$ cat config.mk
export PLATFORM = sky130hd
export DESIGN_NAME = qrns_dif_butterfly
export DESIGN_NICKNAME = d
export VERILOG_FILES = /design/src/rtl/qrns_pkg.sv /design/src/rtl/qrns_fwd_map.sv /design/src/rtl/qrns_addsub.sv /design/src/rtl/qrns_pair_mul.sv /design/src/rtl/qrns_dif_butterfly.sv
export SDC_FILE = /design/constraint.sdc
export NUM_CORES = 1
export LEC_CHECK = 0
export BUFFER_PORTS_ARGS = -buffer_cell sky130_fd_sc_hd__buf_2
export CORE_MARGIN = 1.5
export CORE_UTILIZATION = 59
export CTS_CLUSTER_SIZE = 30
export DETAILED_ROUTE_END_ITERATION = 6
export PLACE_DENSITY = 0.79
export SYNTH_ARGS = -nofsm -noshare
export SYNTH_HDL_FRONTEND = slang
export SYNTH_SLANG_ARGS = --single-unit
$ cat constraint.sdc
create_clock -name clk -period 3.9 [get_ports clk]
set_clock_uncertainty 0.15 [all_clocks]
set_input_delay 0.195 -clock clk [delete_from_list [all_inputs] [get_ports clk]]
set_output_delay 0.195 -clock clk [all_outputs]
set_load 0.02 [all_outputs]
$ cat src/rtl/qrns_pkg.sv
package qrns_pkg;

  // Largest supported modulus sets the residue width.
  localparam int MAX_MOD = 241;
  localparam int RW      = $clog2(MAX_MOD + 1);

  // Residue pair: index 1 holds the +j component, index 0 the -j component.
  localparam int QZ  = 1;
  localparam int QZC = 0;
  typedef logic [1:0][RW-1:0] qpair_t;

  // Modulus table, selected by index.
  function automatic int qr_modulus(input int sel);
    case (sel)
      0:       return 221;
      1:       return 229;
      2:       return 233;
      default: return 241;
    endcase
  endfunction

  // Square root of minus one for each modulus.
  function automatic int qr_root(input int sel);
    case (sel)
      0:       return 47;
      1:       return 107;
      2:       return 89;
      default: return 177;
    endcase
  endfunction

  // Signed integer to residue in 0..m-1.
  function automatic logic [RW-1:0] qr_smod(input int v, input int m);
    int r;
    r = v % m;
    if (r < 0) r = r + m;
    return RW'(r);
  endfunction

  // Modular add of two reduced residues: one compare, one conditional subtract.
  function automatic logic [RW-1:0] qr_add(input logic [RW-1:0] a,
                                           input logic [RW-1:0] b,
                                           input int m);
    int s;
    s = int'(a) + int'(b);
    if (s >= m) s = s - m;
    return RW'(s);
  endfunction

  // Modular subtract of two reduced residues.
  function automatic logic [RW-1:0] qr_sub(input logic [RW-1:0] a,
                                           input logic [RW-1:0] b,
                                           input int m);
    int s;
    s = int'(a) - int'(b);
    if (s < 0) s = s + m;
    return RW'(s);
  endfunction

  // Modular multiply of two reduced residues.
  function automatic logic [RW-1:0] qr_mul(input logic [RW-1:0] a,
                                           input logic [RW-1:0] b,
                                           input int m);
    int p;
    p = (int'(a) * int'(b)) % m;
    return RW'(p);
  endfunction

endpackage

$ cat src/rtl/qrns_fwd_map.sv
module qrns_fwd_map
  import qrns_pkg::*;
#(
  parameter int IN_W = 8,
  parameter int M    = 221,
  parameter int J    = 47
) (
  input  logic                   clk,
  input  logic                   rst_n,
  input  logic                   en,
  input  logic                   real_mode,
  input  logic signed [IN_W-1:0] x,
  input  logic signed [IN_W-1:0] y,
  output qpair_t                 q
);

  logic [RW-1:0] x_res;
  logic [RW-1:0] y_res;
  logic [RW-1:0] jy_res;
  qpair_t        q_d;

  // Next state: reduce both parts, scale the imaginary residue by the root,
  // then one modular add and one modular subtract.
  always_comb begin
    x_res    = qr_smod(int'(x), M);
    y_res    = real_mode ? '0 : qr_smod(int'(y), M);
    jy_res   = qr_mul(RW'(J), y_res, M);
    q_d[QZ]  = qr_add(x_res, jy_res, M);
    q_d[QZC] = qr_sub(x_res, jy_res, M);
  end

  always_ff @(posedge clk or negedge rst_n) begin
    if (!rst_n) begin
      q <= '0;
    end else if (en) begin
      q <= q_d;
    end
  end

  // A real operand maps to two equal components.
  assert_real_pair_R6: assert property (@(posedge clk) disable iff (!rst_n)
    (en && real_mode) |=> (q[QZ] == q[QZC]))
    else $error("real operand mapped to unequal components");

endmodule

$ cat src/rtl/qrns_addsub.sv
module qrns_addsub
  import qrns_pkg::*;
#(
  parameter int M = 221
) (
  input  logic   clk,
  input  logic   rst_n,
  input  logic   en,
  input  qpair_t a,
  input  qpair_t b,
  output qpair_t sum_q,
  output qpair_t dif_q
);

  qpair_t sum_d;
  qpair_t dif_d;

  for (genvar c = 0; c < 2; c++) begin : g_comp
    assign sum_d[c] = qr_add(a[c], b[c], M);
    assign dif_d[c] = qr_sub(a[c], b[c], M);

    // Sum plus difference must equal twice operand A, per component.
    assert_sum_dif_R4: assert property (@(posedge clk) disable iff (!rst_n)
      en |=> (qr_add(sum_q[c], dif_q[c], M) == qr_add($past(a[c]), $past(a[c]), M)))
      else $error("sum and difference are inconsistent in component %0d", c);
  end

  always_ff @(posedge clk or negedge rst_n) begin
    if (!rst_n) begin
      sum_q <= '0;
      dif_q <= '0;
    end else if (en) begin
      sum_q <= sum_d;
      dif_q <= dif_d;
    end
  end

endmodule

$ cat src/rtl/qrns_pair_mul.sv
module qrns_pair_mul
  import qrns_pkg::*;
#(
  parameter int M = 221
) (
  input  logic   clk,
  input  logic   rst_n,
  input  logic   en,
  input  qpair_t d,
  input  qpair_t w,
  output qpair_t p_q
);

  qpair_t p_d;

  // One independent modular product per component, no cross terms.
  for (genvar c = 0; c < 2; c++) begin : g_comp
    assign p_d[c] = qr_mul(d[c], w[c], M);
  end

  always_ff @(posedge clk or negedge rst_n) begin
    if (!rst_n) begin
      p_q <= '0;
    end else if (en) begin
      p_q <= p_d;
    end
  end

  assert_hold_idle_R10: assert property (@(posedge clk) disable iff (!rst_n)
    !en |=> $stable(p_q))
    else $error("product changed without an enable");

endmodule

$ cat src/rtl/qrns_dif_butterfly.sv
module qrns_dif_butterfly
  import qrns_pkg::*;
#(
  parameter int MOD_SEL = 0,
  parameter int IN_W    = 8
) (
  input  logic                   clk,
  input  logic                   rst_n,
  input  logic                   in_valid,
  input  logic                   in_real,
  input  logic signed [IN_W-1:0] a_re,
  input  logic signed [IN_W-1:0] a_im,
  input  logic signed [IN_W-1:0] b_re,
  input  logic signed [IN_W-1:0] b_im,
  input  logic [RW-1:0]          tw_z,
  input  logic [RW-1:0]          tw_zc,
  output logic                   out_valid,
  output logic [RW-1:0]          sum_z,
  output logic [RW-1:0]          sum_zc,
  output logic [RW-1:0]          dif_z,
  output logic [RW-1:0]          dif_zc
);

  localparam int M     = qr_modulus(MOD_SEL);
  localparam int J     = qr_root(MOD_SEL);
  localparam int N_OPS = 2;

  // Reset: asserted at once, released on the clock through two flops.
  logic rst_s1;
  logic rst_i;

  always_ff @(posedge clk or negedge rst_n) begin
    if (!rst_n) begin
      rst_s1 <= 1'b0;
      rst_i  <= 1'b0;
    end else begin
      rst_s1 <= 1'b1;
      rst_i  <= rst_s1;
    end
  end

  // Valid pipeline: map, add/sub, multiply.
  logic v1, v2, v3;
  logic v1_d, v2_d, v3_d;

  always_comb begin
    v1_d = in_valid;
    v2_d = v1;
    v3_d = v2;
  end

  always_ff @(posedge clk or negedge rst_i) begin
    if (!rst_i) begin
      v1 <= 1'b0;
      v2 <= 1'b0;
      v3 <= 1'b0;
    end else begin
      v1 <= v1_d;
      v2 <= v2_d;
      v3 <= v3_d;
    end
  end

  // Stage 1: forward mapping of both operands.
  logic signed [IN_W-1:0] op_re [N_OPS];
  logic signed [IN_W-1:0] op_im [N_OPS];
  qpair_t                 op_q  [N_OPS];

  assign op_re[0] = a_re;
  assign op_im[0] = a_im;
  assign op_re[1] = b_re;
  assign op_im[1] = b_im;

  for (genvar k = 0; k < N_OPS; k++) begin : g_map
    qrns_fwd_map #(
      .IN_W (IN_W),
      .M    (M),
      .J    (J)
    ) i_map (
      .clk       (clk),
      .rst_n     (rst_i),
      .en        (in_valid),
      .real_mode (in_real),
      .x         (op_re[k]),
      .y         (op_im[k]),
      .q         (op_q[k])
    );
  end

  // Twiddle travels alongside the data until the multiply stage.
  qpair_t tw_in;
  qpair_t tw_s1, tw_s2;

  always_comb begin
    tw_in[QZ]  = tw_z;
    tw_in[QZC] = tw_zc;
  end

  always_ff @(posedge clk or negedge rst_i) begin
    if (!rst_i) begin
      tw_s1 <= '0;
      tw_s2 <= '0;
    end else begin
      if (in_valid) tw_s1 <= tw_in;
      if (v1)       tw_s2 <= tw_s1;
    end
  end

  // Stage 2: component-wise sum and difference.
  qpair_t sum_s2, dif_s2;

  qrns_addsub #(
    .M (M)
  ) i_addsub (
    .clk   (clk),
    .rst_n (rst_i),
    .en    (v1),
    .a     (op_q[0]),
    .b     (op_q[1]),
    .sum_q (sum_s2),
    .dif_q (dif_s2)
  );

  // Stage 3: difference times twiddle; sum is delayed to stay aligned.
  qpair_t sum_s3, prod_s3;

  qrns_pair_mul #(
    .M (M)
  ) i_mul (
    .clk   (clk),
    .rst_n (rst_i),
    .en    (v2),
    .d     (dif_s2),
    .w     (tw_s2),
    .p_q   (prod_s3)
  );

  always_ff @(posedge clk or negedge rst_i) begin
    if (!rst_i) begin
      sum_s3 <= '0;
    end else if (v2) begin
      sum_s3 <= sum_s2;
    end
  end

  assign out_valid = v3;
  assign sum_z     = sum_s3[QZ];
  assign sum_zc    = sum_s3[QZC];
  assign dif_z     = prod_s3[QZ];
  assign dif_zc    = prod_s3[QZC];

  assert_latency_R2: assert property (@(posedge clk) disable iff (!rst_i)
    in_valid |=> ##2 out_valid)
    else $error("accepted input did not reach the output after three edges");

  assert_no_spurious_R2: assert property (@(posedge clk) disable iff (!rst_i)
    !in_valid |=> ##2 !out_valid)
    else $error("output valid without a matching input");

  assert_in_range_R7: assert property (@(posedge clk) disable iff (!rst_i)
    out_valid |-> (int'(sum_z) < M && int'(sum_zc) < M &&
                   int'(dif_z) < M && int'(dif_zc) < M))
    else $error("output residue not reduced");

  assert_reset_quiet_R1: assert property (@(posedge clk)
    !rst_i |-> !out_valid)
    else $error("output valid while in reset");

endmodule

==> flow_summary.yaml, run 1 <==
floorplan:
  die_h_um: 223.0
  pin_count: 85
  rows: 80
  fp.dieW_um: 223.0
  start_util_pct: 59.82
place:
  placed_area_um2: 39390
  gp_congestion: 0.9287
  place.port_buffers: 84
  dp.cells: 5443
  hpwlAfterDp_mm: 77.83
synthesis:
  synth.distinct_cells: 134
  synth_top_family_by_area: "compound AO/OA/AOI/OAI gates"
  synth_top_cell_by_area: "dfrtp_1"
  synth_common_cells: "nor2_1 (345), inv_1 (307), nand2_1 (284)"
  ys_warn_count: 0
  avgSynthCellArea_um2: 7.723
  synthSimpleGateAreaFrac_pct: 21.97
  synth_edf_count: 0
  synth_seq_cells: 133
  synth_most_common_cell: "nor2_1"
  syn_nets: 4104
  ys.flop_type: "dfrtp_1"
  synth_area_leaders: "dfrtp_1 (12%), ha_1 (11%), fa_1 (8.0%)"
  async_flop_share_pct: 100.0
  synth_fa_ha_area_share_pct: 18.89
  synth-compound-area-share_pct: 25.00
  muxShareOfSynthArea_pct: 6.059
  synth-xor-area-share_pct: 10.42
  netlist_instances: 3698
  syn-cell-area_um2: 28560
  synth.yosys.seq_area_share_pct: 11.65
  yosysTopAreaCellShare_pct: 11.65
cts:
  cts_htree_levels: 4
  cts_root_buf: "clkbuf_16"
  clock_sinks: 133
  clockBufferDepth: 2
  numCtsBuffers: 17
run_status:
  firstError: "[ERROR GRT-0116] Global routing finished with congestion. Check the congestion regions in the DRC Viewer."
  failing_step: "global routing (5_1_grt)"
  status: "stopped before the end"
grt:
  grt_pass1_vias: 48975
  grt_pass1_wl_mm: 307.6
  grt_max_degree: 68
  overflow: 330
  globalRouteTotalUtil_pct: 79.27
kinds of logic after synthesis:
group,Yosys count
other,1
adders and majority gates,365
DFF,133
muxes,160
buffers and inverters,439
and+or+nand+nor,1260
AOI/OAI and AO/OA,1007
xor gates and xnor gates,333
timing repair:
| item | in CTS |
|---|---|
| resized for setup | 382 |
| hold buffers | 18 |
| endpoints found under the setup margin | 53 |
| setup buffers | 146 |
| pin swaps | 321 |
| hold endpoints to repair | 18 |
stage by stage:
stage	setup WS [ns]	utilization [%]
floorplan	-9.955	-
global placement	-9.659	82.50
detailed placement	-10.55	82.50
CTS	-9.474	89.77
per-layer routing:
metal / GRT overflow / track usage, %
met1: 9 / 77.04
met2: 186 / 94.20
met3: 10 / 67.39
met4: 123 / 80.89
met5: 2 / 41.45
==> run 2: changes to the inputs <==
--- a/config.mk
+++ b/config.mk
@@ -7,10 +7,9 @@
 export LEC_CHECK = 0
 export BUFFER_PORTS_ARGS = -buffer_cell sky130_fd_sc_hd__buf_2
 export CORE_MARGIN = 1.5
-export CORE_UTILIZATION = 59
-export CTS_CLUSTER_SIZE = 30
+export CORE_UTILIZATION = 40
 export DETAILED_ROUTE_END_ITERATION = 6
-export PLACE_DENSITY = 0.79
+export PLACE_DENSITY_LB_ADDON = 0.15
 export SYNTH_ARGS = -nofsm -noshare
 export SYNTH_HDL_FRONTEND = slang
 export SYNTH_SLANG_ARGS = --single-unit
==> constraint.sdc (replaced) <==
create_clock -name clk -period 5.07 [get_ports clk]
set_clock_uncertainty 0.15 [all_clocks]
set_input_delay 0.2535 -clock clk [delete_from_list [all_inputs] [get_ports clk]]
set_output_delay 0.2535 -clock clk [all_outputs]
set_load 0.02 [all_outputs]
==> run 2 against run 1 <==
  * The flow now finishes, with violations (negative setup slack)
  * Synthesized area unchanged
  * Synthesized cell count unchanged
==> flow_summary.yaml, run 2 <==
run_status:
  failed_checks: "negative setup slack"
  status: "finished, violations left"
grt:
  globalRouteTotalUtil_pct: 22.26
  overflow: 0
  grt_antenna_before_repair: 0
  grt_pass1_vias: 30414
  grt_max_degree: 76
  grt_pass1_wl_mm: 142.0
job:
  drv_cap: 0
synthesis:
  synth_most_common_cell: "nor2_1"
  synth.yosys.seq_area_share_pct: 11.65
  syn_nets: 4104
  netlist_instances: 3698
  ys.flop_type: "dfrtp_1"
  avgSynthCellArea_um2: 7.723
  synth_seq_cells: 133
  ys_warn_count: 0
  synth.distinct_cells: 134
  synth_area_leaders: "dfrtp_1 (12%), ha_1 (11%), fa_1 (8.0%)"
  synth_top_cell_by_area: "dfrtp_1"
  synth_edf_count: 0
  yosysTopAreaCellShare_pct: 11.65
  async_flop_share_pct: 100.0
  syn-cell-area_um2: 28560
  synth_common_cells: "nor2_1 (345), inv_1 (307), nand2_1 (284)"
place:
  hpwlAfterDp_mm: 66.84
  place.port_buffers: 84
  dp.cells: 5734
  gp_congestion: 0.8891
sta:
  max_freq_ghz: 0.07522
  min_period_ns: 13.29
  worst_slack_ns: -8.224
  relSlewSlack_pct: 42.71
  finalHoldViolCount: 0
  setup_viol: 48
  tns_ns: -362.11
  finalCritPeriodShare_pct: 262.2
  rsz0062_at_grt: "true"
  worst_slew_pin_slew_ns: 0.8593
  maxSlewViolCount: 0
finish:
  diodes: 0
  largest_reg_flops: 32
  instances_no_fill: 5951
  fin_util_pct: 62.33
  areaGrowthSynthToFinish_pct: 53.63
  final_cell_mix: "buf_4 (1259), nor2_1 (307), inv_1 (274)"
  mostFrequentLayoutCell: "buf_4"
  fin_nets: 5404
  layout-drive-gt1-share_pct: 43.50
  top_register: "g_map.i_map.q"
worst_setup_path:
  r2r-start: "i_addsub.dif_q[12]$_DFFE_PN0P_"
  startpoint: "b_im[0]"
  required_ns: 5.20
  path_max_fanout: 7
  start_kind: "input pin"
  worstSetupPathType: "input pin to flop"
  endpoint_kind: "flop"
  arrival_ns: 13.42
  crit_slowest_cell: "fa_1"
  critPathMaxStageDelay_ns: 0.56
cts:
  clock_sinks: 133
  cts_tree: "built"
  clockBufferDepth: 2
  cts_root_buf: "clkbuf_16"
  cts_htree_levels: 4
  clk_pin_slew_ns: 0.07
  worstSkewPairLatency_ns: 0.43
  numCtsBuffers: 17
detailed_routing:
  ant_nets: 0
  dr_wl_met2_mm: 41.22
  wl_met3_mm: 1.696
  viasPerCell: 5.212
  num_vias: 31019
  m1WireLength_mm: 40.50
  routed_wl_mm: 84.07
  drc_errors: 0
  wl_per_cell_um: 14.13
  topRoutingLayerUsed: "met4"
  firstDrtPassIters: 6
  drtIter0Drc: 1390
floorplan:
  start_util_pct: 40.57
  die_h_um: 270.2
  core_area_um2: 70390
  rows: 97
  dieArea_um2: 73020
  fp.dieW_um: 270.2
  pin_count: 85
hold_path:
  worstHoldPathType: "input pin to asynchronous set/reset pin"
-- run 2: cell counts after synthesis --
No cell type changed its count.
-- run 2: cell families (layout without fill, tap and decap cells) --
kind of cell,count (synthesis),in the layout,synth area share (%)
AOI/OAI and AO/OA,1007,1007,25.00
xor gates and xnor gates,333,333,10.42
adders and majority gates,365,365,18.89
buffers and inverters,439,1752,5.984
DFF,133,133,11.65
muxes,160,160,6.059
other,1,1,0.01313
and+or+nand+nor,1260,1260,21.97
-- run 2: through the flow --
stage | setup slack, ns | hold WS [ns] | instance area (um2)
after floorplan | -8.843 | -0.1921 | 30050
after global placement | -8.891 | -0.1078 | 39490
after detailed placement | -9.084 | -0.1084 | 39490
after CTS | -8.089 | 0.01870 | 42310
after global routing | -8.979 | 0.01295 | 43880
final | -8.224 | 0.02340 | 43880
-- run 2: layer usage --
layer  track usage [%]  up-vias
met1             30.64    14709
met4             2.867        0
met3             1.182       45
met5                 0        -
li1                  -    15904
met2             39.23      361
-- run 2: critical path: cells and delay by family --
kind / cells / cell delay [ns]
and+or+nand+nor: 18 / 3.36
buffers and inverters: 12 / 1.44
muxes: 3 / 0.78
adders and majority gates: 6 / 2.24
AOI/OAI and AO/OA: 23 / 4.92
xor gates and xnor gates: 3 / 0.39
-- run 2: repair_timing --
| action | in CTS | in global routing |
|---|---|---|
| endpoints found under the setup margin | 48 | 48 |
| hold buffers | 17 | 0 |
| buffers inserted | 119 | 57 |
| endpoints found under the hold margin | 18 | 0 |
| gates resized for setup | 270 | 244 |
| pin swaps | 295 | 235 |
-- run 2: final timing paths --
check	slack [ns]	depth (start not counted)	to
hold reg to reg	0.21	0	rst_i$_DFF_PN0_
hold / removal	0.02	2	rst_i$_DFF_PN0_
max in group asynchronous	3.46	1	i_mul.p_q[7]$_DFFE_PN0P_
setup reg to reg	-6.75	47	i_mul.p_q[12]$_DFFE_PN0P_
min in group clk	0.21	0	rst_i$_DFF_PN0_
setup / recovery	-8.22	65	g_map[1].i_map.q[9]$_DFFE_PN0P_
-- run 2: area by class of cell --
cell class	count	area [um2]
Timing Repair Buffer	1411	10680
Fill cell	6223	26510
Multi-Input combinational cell	3126	26890
Sequential cell	133	3356
Tap cell	940	1176
Clock buffer	17	425.4
Clock inverter	15	180.2
Inverter	309	1172
Power of run 2 is left out: the tool's default activity adds up to more than one toggle a clock period on the data nets, which glitch-free logic cannot reach.
==> run 3: changes to the inputs <==
--- a/config.mk
+++ b/config.mk
@@ -5,9 +5,12 @@
 export SDC_FILE = /design/constraint.sdc
 export NUM_CORES = 1
 export LEC_CHECK = 0
+export ABC_AREA = 1
 export BUFFER_PORTS_ARGS = -buffer_cell sky130_fd_sc_hd__buf_2
 export CORE_MARGIN = 1.5
 export CORE_UTILIZATION = 40
+export CTS_BUF_LIST = sky130_fd_sc_hd__clkbuf_8
+export CTS_CLUSTER_DIAMETER = 100
 export DETAILED_ROUTE_END_ITERATION = 6
 export PLACE_DENSITY_LB_ADDON = 0.15
 export SYNTH_ARGS = -nofsm -noshare
==> run 3 against run 2 <==
  * The flow finishes with violations (design-rule violations, negative setup slack)
  * Flip-flop and latch count stayed put
  * Worst setup slack improved by 0.85 ns
  * Die area fell by 3.3%
  * Synthesized area shrank 3.3%
  * Register-to-register slack gained 1.7 ns
  * Global-route usage shrank 1.6 points
==> flow_summary.yaml, run 3 <==
run_status:
  status: "finished, violations left"
  failed_checks: "design-rule violations, negative setup slack"
worst_setup_path:
  reg2reg_slack_ns: -5.07
  r2r-start: "tw_s2[10]$_DFFE_PN0P_"
  required_ns: 5.33
  endpoint_kind: "flop"
  worstSetupPathType: "input pin to flop"
  path_max_fanout: 7
  arrival_ns: 12.70
  crit_buf_inv: 21
  crit_slowest_cell: "fa_1"
  critPathMaxStageDelay_ns: 0.56
  start_kind: "input pin"
  worstRegToRegCells: 77
  reg2reg_to: "i_mul.p_q[12]$_DFFE_PN0P_"
  critPathTopFamily: "simple AND/OR/NAND/NOR gates"
synthesis:
  synth.distinct_cells: 71
  netlist_instances: 4339
  synth_fa_ha_area_share_pct: 19.13
  synth_top_cell_by_area: "nand2_1"
  avgSynthCellArea_um2: 6.366
  syn_nets: 4745
  async_flop_share_pct: 100.0
  synth_edf_count: 0
  yosysTopAreaCellShare_pct: 17.49
  synth_most_common_cell: "nand2_1"
  synth-xor-area-share_pct: 7.302
  ys_warn_count: 0
  ys.flop_type: "dfrtp_1"
  syn-cell-area_um2: 27620
  synth_seq_cells: 133
  synth-compound-area-share_pct: 8.367
  synth_area_leaders: "nand2_1 (17%), dfrtp_1 (12%), ha_1 (11%)"
  synth_top_family_by_area: "simple AND/OR/NAND/NOR gates"
  synth_common_cells: "nand2_1 (1287), inv_1 (698), nor2_1 (305)"
  muxShareOfSynthArea_pct: 0
  synthSimpleGateAreaFrac_pct: 40.86
  synth.yosys.seq_area_share_pct: 12.05
finish:
  final_cell_mix: "nand2_1 (1058), buf_4 (1025), inv_1 (633)"
  areaGrowthSynthToFinish_pct: 50.87
  fin_nets: 5879
  n_fill_cell: 6342
  seqCellArea_um2: 3356
  top_register: "g_map.i_map.q"
  multi_input_area_um2: 24600
  layout-drive-gt1-share_pct: 42.00
  largest_reg_flops: 32
  mostFrequentLayoutCell: "nand2_1"
sta:
  worst_slack_ns: -7.370
  worst_slew_pin_slew_ns: 1.150
  finalHoldViolCount: 0
  setup_viol: 48
  min_period_ns: 12.44
  maxSlewViolCount: 0
  rsz0062_at_grt: "true"
  finalCritPeriodShare_pct: 245.4
  max_freq_ghz: 0.08039
  relSlewSlack_pct: 22.54
cts:
  cts_htree_levels: 4
  worstSkewPairLatency_ns: 0.47
  clock_sinks: 133
  clockBufferDepth: 2
  cts_root_buf: "clkbuf_8"
  numCtsBuffers: 17
  clk_pin_slew_ns: 0.10
  cts_tree: "built"
grt:
  overflow: 0
  grt_pass1_wl_mm: 126.8
  grt_antenna_before_repair: 2
  grt_pass1_vias: 28613
  globalRouteTotalUtil_pct: 20.63
  grt_max_degree: 54
floorplan:
  pin_count: 85
  dieArea_um2: 70640
  start_util_pct: 40.34
  rows: 96
  die_h_um: 265.8
  fp.dieW_um: 265.8
  core_area_um2: 68470
hold_path:
  worstHoldPathType: "flop to asynchronous set/reset pin"
detailed_routing:
  drtIter0Drc: 1065
  routed_wl_mm: 74.61
  drc_errors: 2
  ant_nets: 0
  wl_per_cell_um: 11.71
  firstDrtPassIters: 7
  viasPerCell: 4.688
  num_vias: 29855
place:
  gp_congestion: 0.8695
  pre_cts_ws_ns: -8.351
  hpwlAfterDp_mm: 58.12
  place.port_buffers: 84
job:
  drv_cap: 0
==> run 3: routing by layer <==
metal,wire length (um),vias up,track usage [%]
met2,37320,275,37.18
met1,34990,13728,27.09
li1,-,15789,-
met4,913,2,3.547
met5,10,-,0
met3,1376,61,1.627
==> run 3: kinds of logic (layout without fill, tap and decap cells) <==
kind of cell             count (synthesis)  after routing
AO/OA/AOI/OAI                          403            403
XOR/XNOR                               226            226
adder cells (fa/ha/maj)                354            354
buffers and inverters                  868           2010
flip-flops                             133            133
other                                    1              2
AND/OR/NAND/NOR                       2354           2359
==> run 3: per-stage QoR <==
| step | cell area [um2] | TNS, ns | hold WS (ns) | util, % | cells |
|---|---|---|---|---|---|
| 2_1_floorplan | 28890 | -300.51 | -0.1921 | - | 4339 |
| 3_3_place_gp | 36260 | -323.96 | -0.1106 | 52.96 | 6076 |
| 3_5_place_dp | 36260 | -331.69 | -0.1093 | 52.96 | 6076 |
| 4_1_cts | 39400 | -291.07 | 0.2163 | 57.54 | 6275 |
| 5_1_grt | 41670 | -346.83 | 0.2306 | 60.87 | 6369 |
| 6_report | 41670 | -307.34 | 0.1788 | 60.87 | 6369 |
==> run 3: worst reg2reg max path: cells and delay by family (launching register included) <==
kind,cells,cell delay [ns]
adders and majority gates,7,2.63
buffers and inverters,7,0.53
DFF,1,0.45
and+or+nand+nor,63,6.29
==> run 3: area by class of cell <==
type / count / share of cell area, %
Timing Repair Buffer: 1194 / 21.95
Multi-Input combinational cell: 3343 / 59.04
Tap cell: 882 / 2.648
Inverter: 784 / 7.371
Sequential cell: 133 / 8.052
Clock buffer: 17 / 0.5614
Antenna cell: 1 / 0.006005
Clock inverter: 15 / 0.3753
==> run 3: how the worst max path moves through the flow <==
stage | startpoint | to | slack (ns) | cells past startpoint
CTS | a_im[1] | g_map[0].i_map.q[14]$_DFFE_PN0P_ | -6.92 | 98
global route | a_im[0] | g_map[0].i_map.q[14]$_DFFE_PN0P_ | -8.32 | 101
global placement | a_im[0] | g_map[0].i_map.q[14]$_DFFE_PN0P_ | -8.14 | 93
floorplan | a_im[7] | g_map[0].i_map.q[14]$_DFFE_PN0P_ | -7.64 | 108
detailed placement | a_im[1] | g_map[0].i_map.q[14]$_DFFE_PN0P_ | -8.35 | 95
finish | a_im[0] | g_map[0].i_map.q[14]$_DFFE_PN0P_ | -7.37 | 101
==> run 3: what timing repair did <==
item | CTS | global route
resized for setup | 376 | 409
gates cloned | 5 | 0
pin swaps | 248 | 268
hold endpoints to repair | 18 | 0
endpoints found under the setup margin | 48 | 48
hold buffers | 18 | 0
setup buffers | 146 | 101
Power of run 3 is left out for the same reason.
